File: src/rtl/pbs_pkg.sv
package pbs_pkg;

    typedef enum logic [1:0] {
        OP_IDLE  = 2'd0,
        OP_READ  = 2'd1,
        OP_WRITE = 2'd2
    } op_e;

    // low two address bits of the n-th beat of a burst
    function automatic logic [1:0] burst_low(input logic [1:0] start,
                                             input logic [1:0] step,
                                             input logic       interleave);
        return interleave ? (start ^ step) : (start + step);
    endfunction

endpackage

File: src/rtl/pbs_sleep_sync.sv
module pbs_sleep_sync (
    input  logic clk,
    input  logic rst_n,
    input  logic sleep_req,
    output logic asleep
);
    typedef struct packed {
        logic s0;
        logic s1;
    } sync_t;

    sync_t st_d, st_q;

    always_comb begin
        st_d.s0 = sleep_req;
        st_d.s1 = st_q.s0;
    end

    always_ff @(posedge clk or negedge rst_n) begin
        if (!rst_n) st_q <= '0;
        else        st_q <= st_d;
    end

    assign asleep = st_q.s1;


    sleep_entry_chk: assert property (@(posedge clk) disable iff (!rst_n)
        $rose(asleep) |-> $past(sleep_req, 2));

endmodule

File: src/rtl/pbs_burst_seq.sv
module pbs_burst_seq
    import pbs_pkg::*;
#(
    parameter int AW = 6
) (
    input  logic          clk,
    input  logic          rst_n,
    input  logic          hold,
    input  logic          asleep,
    input  logic          chip_sel,
    input  logic          burst_cont,
    input  logic          wr_n,
    input  logic          order_sel,
    input  logic [AW-1:0] addr,
    output op_e           cyc_op,
    output logic [AW-1:0] cyc_addr
);
    typedef struct packed {
        logic          active;
        logic          is_wr;
        logic [AW-1:0] base;
        logic [1:0]    cnt;
    } burst_t;

    burst_t st_d, st_q;

    always_comb begin
        st_d     = st_q;
        cyc_op   = OP_IDLE;
        cyc_addr = st_q.base;
        if (asleep) begin
            st_d.active = 1'b0;
        end else if (!burst_cont) begin
            if (chip_sel) begin
                st_d.active = 1'b1;
                st_d.is_wr  = !wr_n;
                st_d.base   = addr;
                st_d.cnt    = 2'd0;
                cyc_op      = wr_n ? OP_READ : OP_WRITE;
                cyc_addr    = addr;
            end else begin
                st_d.active = 1'b0;
            end
        end else if (st_q.active) begin
            st_d.cnt = st_q.cnt + 2'd1;
            cyc_op   = st_q.is_wr ? OP_WRITE : OP_READ;
            cyc_addr = {st_q.base[AW-1:2], burst_low(st_q.base[1:0], st_d.cnt, order_sel)};
        end
    end

    always_ff @(posedge clk or negedge rst_n) begin
        if (!rst_n)     st_q <= '0;
        else if (!hold) st_q <= st_d;
    end


    deselect_ends_burst_chk: assert property (@(posedge clk) disable iff (!rst_n)
        (!hold && !asleep && !burst_cont && !chip_sel) |=> !st_q.active);


    burst_step_chk: assert property (@(posedge clk) disable iff (!rst_n)
        (!hold && !asleep && burst_cont && st_q.active) |=> (st_q.cnt == $past(st_q.cnt) + 2'd1));

endmodule

File: src/rtl/pbs_store.sv
module pbs_store #(
    parameter int AW    = 6,
    parameter int LANES = 2,
    parameter int LW    = 9
) (
    input  logic                clk,
    input  logic                rst_n,
    input  logic                en,
    input  logic                wr_valid,
    input  logic [AW-1:0]       wr_addr,
    input  logic [LANES-1:0]    wr_mask,
    input  logic [LANES*LW-1:0] wr_data,
    input  logic [AW-1:0]       rd_addr,
    output logic [LANES*LW-1:0] rd_data
);
    localparam int DW    = LANES * LW;
    localparam int DEPTH = 1 << AW;

    typedef struct packed {
        logic             valid;
        logic [AW-1:0]    addr;
        logic [LANES-1:0] mask;
        logic [DW-1:0]    data;
    } pend_t;

    pend_t         pend_d, pend_q;
    logic [DW-1:0] mem_d [DEPTH];
    logic [DW-1:0] mem_q [DEPTH];

    always_comb begin
        mem_d  = mem_q;
        pend_d = pend_q;
        if (en && wr_valid) begin
            if (pend_q.valid) begin
                for (int l = 0; l < LANES; l++) begin
                    if (pend_q.mask[l])
                        mem_d[pend_q.addr][l*LW +: LW] = pend_q.data[l*LW +: LW];
                end
            end
            pend_d.valid = 1'b1;
            pend_d.addr  = wr_addr;
            pend_d.mask  = wr_mask;
            pend_d.data  = wr_data;
        end
    end

    logic hit;
    assign hit = pend_q.valid && (pend_q.addr == rd_addr);

    for (genvar l = 0; l < LANES; l++) begin : g_lane
        assign rd_data[l*LW +: LW] = (hit && pend_q.mask[l]) ? pend_q.data[l*LW +: LW]
                                                              : mem_q[rd_addr][l*LW +: LW];
    end

    always_ff @(posedge clk or negedge rst_n) begin
        if (!rst_n) begin
            pend_q <= '0;
            for (int i = 0; i < DEPTH; i++) mem_q[i] <= '0;
        end else begin
            pend_q <= pend_d;
            mem_q  <= mem_d;
        end
    end


    pending_capture_chk: assert property (@(posedge clk) disable iff (!rst_n)
        (en && wr_valid) |=> (pend_q.valid && pend_q.addr == $past(wr_addr)));


    pending_hold_chk: assert property (@(posedge clk) disable iff (!rst_n)
        !en |=> $stable(pend_q));

endmodule

File: src/rtl/pipe_burst_sram.sv
module pipe_burst_sram
    import pbs_pkg::*;
#(
    parameter int AW    = 6,
    parameter int LANES = 2,
    parameter int LW    = 9
) (
    input  logic                clk,
    input  logic                rst_n,
    input  logic                clk_en_n,
    input  logic                cs0_n,
    input  logic                cs1,
    input  logic                cs2_n,
    input  logic                burst_cont,
    input  logic                wr_n,
    input  logic [LANES-1:0]    lane_wr_n,
    input  logic                out_en_n,
    input  logic                sleep_req,
    input  logic                order_sel,
    input  logic [AW-1:0]       addr,
    input  logic [LANES*LW-1:0] wdata,
    output logic [LANES*LW-1:0] rdata,
    output logic                rdata_oe
);
    localparam int DW = LANES * LW;

    typedef struct packed {
        op_e              op;
        logic [AW-1:0]    addr;
        logic             oe_n;
        logic [LANES-1:0] mask;
    } stage_t;

    typedef struct packed {
        stage_t        s1;
        stage_t        s2;
        logic [DW-1:0] dout;
        logic          den;
    } pipe_t;

    pipe_t         p_d, p_q;
    logic          asleep;
    logic          chip_sel;
    op_e           cyc_op;
    logic [AW-1:0] cyc_addr;
    logic [DW-1:0] rd_data;

    assign chip_sel = !cs0_n && cs1 && !cs2_n;

    pbs_sleep_sync u_sleep (
        .clk       (clk),
        .rst_n     (rst_n),
        .sleep_req (sleep_req),
        .asleep    (asleep)
    );

    pbs_burst_seq #(.AW(AW)) u_seq (
        .clk        (clk),
        .rst_n      (rst_n),
        .hold       (clk_en_n),
        .asleep     (asleep),
        .chip_sel   (chip_sel),
        .burst_cont (burst_cont),
        .wr_n       (wr_n),
        .order_sel  (order_sel),
        .addr       (addr),
        .cyc_op     (cyc_op),
        .cyc_addr   (cyc_addr)
    );

    pbs_store #(.AW(AW), .LANES(LANES), .LW(LW)) u_store (
        .clk      (clk),
        .rst_n    (rst_n),
        .en       (!clk_en_n),
        .wr_valid (p_q.s2.op == OP_WRITE),
        .wr_addr  (p_q.s2.addr),
        .wr_mask  (p_q.s2.mask),
        .wr_data  (wdata),
        .rd_addr  (p_q.s2.addr),
        .rd_data  (rd_data)
    );

    always_comb begin
        p_d = p_q;
        if (!clk_en_n) begin
            p_d.s1.op   = cyc_op;
            p_d.s1.addr = cyc_addr;
            p_d.s1.oe_n = out_en_n;
            p_d.s1.mask = ~lane_wr_n;
            p_d.s2      = p_q.s1;
            if (p_q.s2.op == OP_READ) begin
                p_d.dout = rd_data;
                p_d.den  = !p_q.s2.oe_n;
            end else begin
                p_d.den  = 1'b0;
            end
        end
    end

    always_ff @(posedge clk or negedge rst_n) begin
        if (!rst_n) p_q <= '0;
        else        p_q <= p_d;
    end

    assign rdata    = p_q.dout;
    assign rdata_oe = p_q.den && !asleep;


    freeze_hold_chk: assert property (@(posedge clk) disable iff (!rst_n)
        clk_en_n |=> ($stable(p_q.dout) && $stable(p_q.den) && $stable(p_q.s1)));


    drive_from_read_chk: assert property (@(posedge clk) disable iff (!rst_n)
        $rose(p_q.den) |-> ($past(p_q.s2.op) == OP_READ && !$past(clk_en_n)));

endmodule

File: config.mk
export PLATFORM = sky130hd
export DESIGN_NAME = pipe_burst_sram
export DESIGN_NICKNAME = d
export VERILOG_FILES = /design/src/rtl/pbs_pkg.sv /design/src/rtl/pbs_sleep_sync.sv /design/src/rtl/pbs_burst_seq.sv /design/src/rtl/pbs_store.sv /design/src/rtl/pipe_burst_sram.sv
export SDC_FILE = /design/constraint.sdc
export NUM_CORES = 2
export LEC_CHECK = 0
export ABC_AREA = 0
export BUFFER_PORTS_ARGS = -buffer_cell sky130_fd_sc_hd__buf_4
export CAP_MARGIN = 20
export CORE_ASPECT_RATIO = 1.25
export CORE_MARGIN = 2
export CORE_UTILIZATION = 55
export CTS_CLUSTER_DIAMETER = 120
export CTS_CLUSTER_SIZE = 25
export DETAILED_ROUTE_END_ITERATION = 8
export GPL_TIMING_DRIVEN = 1
export MAX_ROUTING_LAYER = met4
export PLACE_DENSITY = 0.81
export SLEW_MARGIN = 0
export SYNTH_ARGS = -nofsm -noshare
export SYNTH_HDL_FRONTEND = slang
export SYNTH_SLANG_ARGS = --single-unit
File: constraint.sdc
create_clock -name clk -period 2.45 [get_ports clk]
set_input_delay 0.49 -clock clk [delete_from_list [all_inputs] [get_ports clk]]
set_output_delay 0.49 -clock clk [all_outputs]
set_load 0.02 [all_outputs]
==> results.cfg <==
[layout]
ratio_of_cells_with_drive_above_1_in_the_final_layout = 0.4610
num_antenna_cells = 0
syn_to_final_growth_pct = 13.66
num-nets-final = 4142
area.sequential_um2 = 30860
footprint_of_the_multi_input_gates_um2 = 23960
final_area_um2 = 63730
layout.cells.most_common = dfrtp_1
postLayoutCoreUtil = 0.6319
layout_common_cells = 1213 x dfrtp_1, 920 x mux2_2, 349 x buf_4
filler_cell_count = 7187
final_cell_count_no_fill = 5433

[floorplanning]
floorplan.core_area_um2 = 100800
die_width_um = 289.6
floorplan.rows = 130
die_height_um = 361.0
io-pin-count = 56
dieArea_um2 = 104500
initial_utilization = 0.5560

[grt]
maximum_number_of_pins_on_one_net_before_global_route_repair = 89
gr_util_all_layers = 0.3050
wire_length_of_the_first_global_routing_pass_um = 232900
residual_overflow_from_global_routing = 0
antenna_found_initial = 0
first_global_vias = 36962

[yosys]
synthDominantCellAreaShare = 0.5499
yosys_warnings = 0
syn-mean-instance-area_um2 = 14.56
postSynth.topFlopCell = dfrtp_1
syn-num-nets = 3888
synth_enable_flop_cells = 0
syn-instance-count = 3850
async_flop_share = 1.000
ys_types = 65
total_of_flip_flops_plus_latches_after_synthesis = 1232
netlist_area_um2 = 56070
synth_top_cells_by_area = dfrtp_1 55%, mux2_2 18%, mux4_2 11%
synth_seq_area_share = 0.5499
synth_top_area_cell = dfrtp_1

[clock_network]
clock_buffers_created_by_tritoncts = 55
tritoncts_num_sinks = 1232
ctsRootBufferMaster = clkbuf_16
cts_tree = yes
clock_insertion_delay_worst_skew_ps = 690
h-tree-depth = 2
clkSlewWorstSetupHoldPaths_ps = 100
clk_path_buf_depth = 3

[min_path]
hold-path-endpoint = u_seq.st_q[5]$_DFFE_PN0P_
hold_depth = 3
min_from = addr[3]
worst_hold_path_type = in -> reg

[critical_path]
r2r.worst_path.cells = 9
regToRegSetupSlack_ps = -40
crit_chain = buf_16, buf_4, buf_12, mux4_2, mux2_2, o221ai_1, a31oi_1, o21ai_1, a31oi_1
crit_path_top_delay_cell = mux4_2
ff_to_ff_start = p_q[22]$_DFFE_PN0N_
endpoint_kind = flip-flop
critPathMostFrequentCell = a31oi_1
cp.arrival_ps = 3030
worst-setup-path-type = reg -> reg
crit_path_start_kind = flip-flop
required_ps = 2990
regToRegEndpoint = rdata[10]$_DFFE_PN0P_
cpPeakStageDelay_ps = 500
worst-path-max-fanout = 10

[flow_run]
cap_viol_max_count = 0

[timing]
grt_setup_unrepaired = yes
clock-skew-final_ps = 24.65
final_min_period_over_clock_period = 1.016
slew_at_the_pin_with_the_worst_max_slew_slack_ps = 855.9
max_slew_margin = 0.4219
setup_slack_ps = -39.65
timing_max_transition_violations_final = 0
clock.fmax_ghz = 0.4017
hold_viol_final = 0
post-route-min-period_ps = 2490
finalSetupViolations = 7

[status]
run_status = finished with violations
failed_checks = negative setup slack

[placement]
pre_cts_slack_ps = -134.2
portBuffers = 55
place.gp.congestion = 0.9180
placedCellCount = 5341
post_dp_cell_area_um2 = 61730
post_dp_hpwl_um = 105900

[power_and_ir_drop]
vdd.ir_drop.worst_mv = 0.5876
power_density_nw_per_um2 = 641.4
total_power_uw = 40870
p_leak_uw = 0.03070

[detailed_routing]
remaining_drc_errors = 0
detail_route.vias_per_cell = 6.472
drt-wirelength-per-cell_um = 27.85
routed-via-count = 35164
postRouteWirelength_um = 151300
ant_nets = 0
detail_route.first_pass.iterations = 5
first_iter_violations = 3328
routing by layer:
layer  part of all wire  track usage  up-vias
li1                   -            -    14563
met1               0.38       0.3889    18785
met2               0.49       0.4807     1416
met3              0.066      0.04477      400
met4              0.058       0.1509        0
met5                  0            -        -
worst max path at each step:
stage | from | depth (start not counted) | endpoint | slack [ps]
global placement | p_q[22]$_DFFE_PN0N_ | 9 | rdata[7]$_DFFE_PN0P_ | -110
floorplan | clk_en_n | 7 | u_store.mem_q[729]$_DFFE_PN0P_ | 50
detailed placement | p_q[22]$_DFFE_PN0N_ | 8 | rdata[7]$_DFFE_PN0P_ | -130
CTS | p_q[22]$_DFFE_PN0N_ | 7 | rdata[0]$_DFFE_PN0P_ | -30
global route | p_q[22]$_DFFE_PN0N_ | 9 | rdata[12]$_DFFE_PN0P_ | -80
finish | p_q[22]$_DFFE_PN0N_ | 9 | rdata[10]$_DFFE_PN0P_ | -40
report_power, final:
part / internal, uW / switching [uW]
Clock: 4220 / 6330
Sequential: 20600 / 776
Combinational: 3430 / 5490
what timing repair did:
action,CTS,global route
hold endpoints to repair,45,0
pin swaps,2,2
setup endpoints to repair,17,37
gates cloned,1,0
hold buffers,7,0
setup buffers,14,4
resized for setup,39,26
cell type report:
| cell class | count | area share |
|---|---|---|
| tap | 1320 | 0.02592 |
| inverter | 15 | 0.0008835 |
| timing repair buffer | 509 | 0.08973 |
| sequential | 1232 | 0.4843 |
| clock buffer | 65 | 0.02285 |
| clock inverter | 1 | 0.0003141 |
| multi-input combinational | 2291 | 0.3760 |
cells in the mapped netlist (all sizes together), types with 5 or more instances:
cell	n
dfrtp	1232
mux2	1070
nand2	286
mux4	271
clkbuf	201
o21ai	164
nor2	122
buf	111
mux2i	59
o22ai	50
nand3	27
a22oi	24
a21oi	20
a31oi	17
nor2b	17
o221ai	16
inv	15
nand2b	13
nor3	12
nor3b	10
and2	9
xnor2	9
a221oi	7
a22o	7
nor4	7
or2	7
a211o	6
nand3b	6
or4	6
a211oi	5
flip-flops by register name, indices dropped and copies added, names as in the netlist:
name and flops:
u_store.mem_q 1152, u_sleep.st_d 1, p_q 23, u_seq.st_q 10, u_sleep.asleep 1, u_store.pend_q 27
rdata 18
stage by stage:
stage	hold WS [ps]	setup TNS (ps)
3_3_place_gp	334.2	-1646
4_1_cts	0.1045	-51.75
3_5_place_dp	338.5	-2015
5_1_grt	8.413	-775.2
6_report	19.31	-170.1
2_1_floorplan	194.4	0
worst max-delay path: cells and delay by family, from the launching register on:
| kind | cells | cell delay, ps |
|---|---|---|
| AO/OA/AOI/OAI | 4 | 550 |
| flip-flops | 1 | 490 |
| multiplexers | 2 | 810 |
| buffers and inverters | 3 | 470 |
cells by family (layout without fill, tap and decap cells):
group,count (synthesis),in the layout,share of synthesized area
multiplexers,1400,1400,0.3343
flip-flops,1232,1232,0.5499
AND/OR/NAND/NOR,539,539,0.05050
AO/OA/AOI/OAI,342,342,0.03745
buffers and inverters,327,590,0.02627
XOR/XNOR,9,9,0.001406
adder cells (fa/ha/maj),1,1,0.0002231
No activity file was read; power rests on OpenSTA's default activity.
